### config.mk
export PLATFORM = sky130hd
export DESIGN_NAME = hash_dgst_bank
export DESIGN_NICKNAME = d
export VERILOG_FILES = /design/src/rtl/hash_dgst_pkg.sv /design/src/rtl/hash_dgst_decode.sv /design/src/rtl/hash_dgst_store.sv /design/src/rtl/hash_dgst_bank.sv
export SDC_FILE = /design/constraint.sdc
export NUM_CORES = 1
export LEC_CHECK = 0
export BUFFER_PORTS_ARGS = -buffer_cell sky130_fd_sc_hd__buf_2
export CORE_ASPECT_RATIO = 1.4
export CORE_MARGIN = 2
export CORE_UTILIZATION = 48
export DETAILED_ROUTE_END_ITERATION = 12
export PLACE_DENSITY_LB_ADDON = 0.1
export SLEW_MARGIN = 20
export SYNTH_ARGS = -nofsm -noshare
export SYNTH_HDL_FRONTEND = slang
export SYNTH_HIERARCHICAL = 1
export SYNTH_SLANG_ARGS = --single-unit
### constraint.sdc
create_clock -name clk_i -period 2.3 [get_ports clk_i]
set_input_delay 0.345 -clock clk_i [delete_from_list [all_inputs] [get_ports clk_i]]
set_output_delay 0.345 -clock clk_i [all_outputs]
set_load 0.1 [all_outputs]
### src/rtl/hash_dgst_pkg.sv
package hash_dgst_pkg;
  localparam int DW = 32;
  localparam int NW = 8;
  localparam int AW = 12;

  typedef enum logic [1:0] {
    ALG_SHA1   = 2'b00,
    ALG_MD5    = 2'b01,
    ALG_SHA224 = 2'b10,
    ALG_SHA256 = 2'b11
  } alg_e;

  function automatic int valid_words(alg_e a);
    case (a)
      ALG_SHA1:   return 5;
      ALG_MD5:    return 4;
      ALG_SHA224: return 7;
      default:    return 8;
    endcase
  endfunction
endpackage

### src/rtl/hash_dgst_decode.sv
module hash_dgst_decode #(
  parameter int AW         = 12,
  parameter int NW         = 8,
  parameter int SHORT_N    = 5,
  parameter int SHORT_BASE = 'h00C,
  parameter int EXT_BASE   = 'h310,
  localparam int IW        = $clog2(NW)
) (
  input  logic [AW-1:0] addr_i,
  output logic          hit_o,
  output logic [IW-1:0] idx_o
);
  logic [NW-1:0] hit_vec;

  for (genvar k = 0; k < NW; k++) begin : g_word
    if (k < SHORT_N) begin : g_both
      assign hit_vec[k] = (addr_i == AW'(EXT_BASE + 4*k)) ||
                          (addr_i == AW'(SHORT_BASE + 4*k));
    end else begin : g_ext
      assign hit_vec[k] = (addr_i == AW'(EXT_BASE + 4*k));
    end
  end

  always_comb begin
    idx_o = '0;
    for (int k = 0; k < NW; k++)
      if (hit_vec[k]) idx_o = IW'(k);
  end

  assign hit_o = |hit_vec;
endmodule

### src/rtl/hash_dgst_store.sv
module hash_dgst_store #(
  parameter int DW = 32,
  parameter int NW = 8
) (
  input  logic             clk_i,
  input  logic             rst_ni,
  input  logic             start_i,
  input  logic             done_i,
  input  logic [NW*DW-1:0] digest_i,
  output logic [NW*DW-1:0] words_o,
  output logic             busy_o
);
  always_ff @(posedge clk_i or negedge rst_ni) begin
    if (!rst_ni) begin
      words_o <= '0;
      busy_o  <= 1'b0;
    end else begin
      if (done_i) words_o <= digest_i;
      // a new request wins over a finishing one
      if (start_i)     busy_o <= 1'b1;
      else if (done_i) busy_o <= 1'b0;
    end
  end

  AST_BUSY_SET: assert property (@(posedge clk_i) disable iff (!rst_ni)
    start_i |=> busy_o);
  AST_BUSY_CLR: assert property (@(posedge clk_i) disable iff (!rst_ni)
    done_i && !start_i |=> !busy_o);
  AST_LOAD: assert property (@(posedge clk_i) disable iff (!rst_ni)
    done_i |=> words_o == $past(digest_i));
  AST_HOLD: assert property (@(posedge clk_i) disable iff (!rst_ni)
    !done_i |=> $stable(words_o));
endmodule

### src/rtl/hash_dgst_bank.sv
module hash_dgst_bank
  import hash_dgst_pkg::*;
#(
  parameter int DW         = hash_dgst_pkg::DW,
  parameter int NW         = hash_dgst_pkg::NW,
  parameter int AW         = hash_dgst_pkg::AW,
  parameter int SHORT_N    = 5,
  parameter int SHORT_BASE = 'h00C,
  parameter int EXT_BASE   = 'h310,
  localparam int IW        = $clog2(NW)
) (
  input  logic             clk_i,
  input  logic             rst_ni,
  input  logic [1:0]       alg_i,
  input  logic             start_i,
  input  logic             done_i,
  input  logic [NW*DW-1:0] digest_i,
  input  logic             rd_en_i,
  input  logic             wr_en_i,
  input  logic [AW-1:0]    addr_i,
  output logic [DW-1:0]    rdata_o,
  output logic             ready_o
);
  logic             hit, busy, stall, in_range;
  logic [IW-1:0]    idx;
  logic [NW*DW-1:0] words;

  hash_dgst_decode #(
    .AW(AW), .NW(NW), .SHORT_N(SHORT_N),
    .SHORT_BASE(SHORT_BASE), .EXT_BASE(EXT_BASE)
  ) u_dec (
    .addr_i(addr_i), .hit_o(hit), .idx_o(idx)
  );

  hash_dgst_store #(.DW(DW), .NW(NW)) u_store (
    .clk_i(clk_i), .rst_ni(rst_ni), .start_i(start_i), .done_i(done_i),
    .digest_i(digest_i), .words_o(words), .busy_o(busy)
  );

  assign stall    = rd_en_i && hit && busy;
  assign in_range = int'(idx) < valid_words(alg_e'(alg_i));
  assign ready_o  = rd_en_i ? !stall : wr_en_i;
  assign rdata_o  = (rd_en_i && hit && !busy && in_range) ? words[idx*DW +: DW] : '0;

  AST_STALL: assert property (@(posedge clk_i) disable iff (!rst_ni)
    rd_en_i && hit && busy |-> !ready_o && rdata_o == '0);
  AST_UNDEC: assert property (@(posedge clk_i) disable iff (!rst_ni)
    rd_en_i && !hit |-> ready_o && rdata_o == '0);
  AST_UNUSED_ZERO: assert property (@(posedge clk_i) disable iff (!rst_ni)
    rd_en_i && hit && !in_range |-> rdata_o == '0);
  AST_WR_ACK: assert property (@(posedge clk_i) disable iff (!rst_ni)
    wr_en_i && !rd_en_i |-> ready_o);
endmodule

==> qor.csv <==
stage,metric,value,unit
global_routing,met3_usage,0.0468,
routing,vias,8291,
floorplanning,io_pins,309,
sta,hold_viol_final,0,
yosys,async_flop_share,1.00,
yosys,synth_area_per_cell,15.7,um2
setup_path,cp_slowest_cell,nor4_4,
cells_and_area,stdcell_count,1607,
routing,drc,0,
sta,min_period_over_period,1.23,
yosys,synth_area_leaders,"dfrtp_1 (49%), mux2_4 (26%), mux2_2 (7.7%), mux2i_1 (4.8%), nor3_2 (2.3%)",
power,p_leak,8.02,nW
floorplanning,fp.dieH,200,um
outcome,status,"finished, violations left",
cts,root_buffer,clkbuf_16,
routing,ant_nets,0,
yosys,synth_top_cell_area_share,0.486,
place,dp_cells,1546,
floorplanning,die_w,144,um
global_routing,top_usage_layer,met2,
sta,tightest_slew,0.506,ns
cells_and_area,drive_above_1_share,0.660,
power,max-vdd-ir-drop,0.585,mV
global_routing,use_met2,0.365,
sta,min_period,2.84,ns
setup_path,path_max_fanout,4,
routing,wl,33.3,mm
setup_path,path_common_cell,o21ai_2,
setup_path,start_kind,input pin,
flow_run,maxCapViolations,0,
setup_path,reg2reg_slack,1.51,ns
sta,finalClockSkew,0,ns
global_routing,antenna_found_initial,11,
power,p_per_area,653,mW/mm2
yosys,synth-edff-count,0,
cells_and_area,nets,1495,
global_routing,grt_max_degree,76,
setup_path,path_cells,buf_8 -> nor4b_4 -> and2b_1 -> o21ai_2 -> a21oi_2 -> ha_1 -> o21a_1 -> o21ai_2 -> nand2_4 -> nor4_4 -> buf_12,
global_routing,gr-total-overflow,0,
cells_and_area,mostFrequentLayoutCell,buf_2,
cts,cts_buffers,27,
sta,clock.fmax,353,MHz
setup_path,r2r_start,u_store/words_o[181]$_DFFE_PN0P_,
cells_and_area,mostFrequentLayoutCells,"buf_2 (271), dfrtp_1 (257), mux2_4 (229)",
global_routing,first_global_vias,9166,
sta,rsz0062_at_grt,true,
outcome,violations,setup timing,
global_routing,grt_pass1_wl,51.5,mm
setup_path,worst_ep_arrival_time,2.49,ns
sta,fin_setup_tns,-16.28,ns
yosys,synth_area_leader_cell,dfrtp_1,
yosys,synth_cells,841,
routing,drt_iter0_drc,270,
cts,clock_latency,0.53,ns
global_routing,gr-usage-all-layers,0.229,
setup_path,cp_data_required_time,1.96,ns
sta,maxSlewViolCount,0,
setup_path,crit_start,addr_i[5],
sta,fin_ws,-0.535,ns
cells_and_area,fillers,2115,
floorplanning,rows,71,
cts,cts_tree,done,
setup_path,crit_path_max_incr_delay,0.41,ns
floorplanning,start_util,0.490,
yosys,ys_warn_count,6,
global_routing,grt_use_met1,0.316,
worst_hold_path,hold_path.class,input pin to flop,
place,io_buffers,308,
yosys,synth_ff_type,dfrtp_1,
cts,htree_num_levels,1,
yosys,synth_cell_type_count,41,
setup_path,end_kind,output port,
setup_path,path_class,input pin to output port,
place,dp_hpwl,24.2,mm
routing,routed_via_density,5.16,
yosys,synth_seq_cells,257,
yosys,synth_seq_area_share,0.486,
yosys,syn_area,0.0132,mm2
worst_hold_path,hp-start,digest_i[229],
sta,setup_viol_count_final,32,
cts,clkTransAtPathRegs,0.06,ns
sta,slew_headroom,0.662,
routing,dr.pass1.iters,4,
cells_and_area,syn2layout_area_growth,31.4,%
routing,wire_per_inst,20.7,um
cells_and_area,postLayoutCoreUtil,0.643,
floorplanning,die-area,0.0289,mm2
yosys,synthesis.nets,1120,
floorplanning,design.core.area,0.0270,mm2
place,place_congestion,0.850,
cts,clockBufferDepth,3,
cts,cts.sinks,257,
==> worst paths after layout <==
kind,end,cells after the start
max,rdata_o[30],11
max in group asynchronous,u_store/words_o[109]$_DFFE_PN0P_,3
min,u_store/words_o[229]$_DFFE_PN0P_,2
max reg2reg,u_store/words_o[181]$_DFFE_PN0P_,1
min in group asynchronous,u_store/words_o[25]$_DFFE_PN0P_,2
min reg2reg,u_store/words_o[22]$_DFFE_PN0P_,1
==> final cells by class <==
type,count,area (um2),area share
Inverter,2,7.51,0.000432
Clock buffer,39,761,0.0438
Antenna cell,8,20.0,0.00115
Tap cell,365,457,0.0263
Clock inverter,8,121,0.00698
Sequential cell,257,6430,0.370
Multi-Input combinational cell,521,6480,0.373
Timing Repair Buffer,407,3100,0.178
==> where the power goes <==
part	leakage, nW	switching, mW	internal (mW)	total [mW]
Combinational	4.58	0.618	1.09	1.71
Clock	0.430	1.78	2.62	4.40
Sequential	3.00	0.257	4.98	5.23
Total	8.02	2.66	8.68	11.3
==> Yosys cell counts (5+ instances only) <==
library cell and instances:
buf_2 8, buf_4 8, buf_12 5, buf_6 18, mux2_4 229, mux2_2 90
o22ai_1 31, mux2i_1 64, clkbuf_1 10, a22o_1 31, nor3_2 31, nand2_1 6
buf_8 11, nor2_1 5, dfrtp_1 257
==> metrics by stage <==
stage,area [um2],power [mW],hold WS [ns],worst slack (ns)
final,17400,11.3,0.0334,-0.535
after global routing,17400,11.8,0.0144,-0.639
after CTS,17300,11.5,0.00963,-0.522
after detailed placement,16300,6.99,0.322,-0.613
after global placement,16300,6.96,0.325,-0.611
after floorplan,13500,6.35,0.0494,-0.701
==> state kept, by name, indices dropped and copies added, names as in the netlist <==
signal	flops
u_store/busy_o	1
u_store/words_o	256
==> what timing repair did <==
action,4_1_cts,5_1_grt
endpoints found under the setup margin,32,32
hold buffers,2,0
gates resized for setup,17,4
pin swaps,2,5
buffers inserted,3,0
hold endpoints to repair,54,0
gates cloned,0,1
==> routing by layer <==
metal  wire length (um)  up-vias  share of wire
met5                 37        -         0.0011
met4                705        6          0.021
met3               1910       49          0.057
met2              16000      217           0.48
met1              14600     4169           0.44
li1                   -     3850              -
==> cell families (layout without fill, tap and decap cells) <==
logic type | Yosys count | after routing | synth area share
muxes | 383 | 383 | 0.385
xor gates and xnor gates | 1 | 1 | 0.000662
and+or+nand+nor | 60 | 60 | 0.0365
DFF | 257 | 257 | 0.486
AOI/OAI and AO/OA | 74 | 74 | 0.0421
other | 0 | 8 | 0
adders and majority gates | 3 | 3 | 0.00284
buffers and inverters | 63 | 456 | 0.0467
==> worst max-delay path, delay by kind of cell <==
family / cells / cell delay (ns)
AOI/OAI and AO/OA: 4 / 0.50
adders and majority gates: 1 / 0.24
buffers and inverters: 2 / 0.33
and+or+nand+nor: 4 / 1.06
Note: power is estimated with default switching activity, not from simulation.
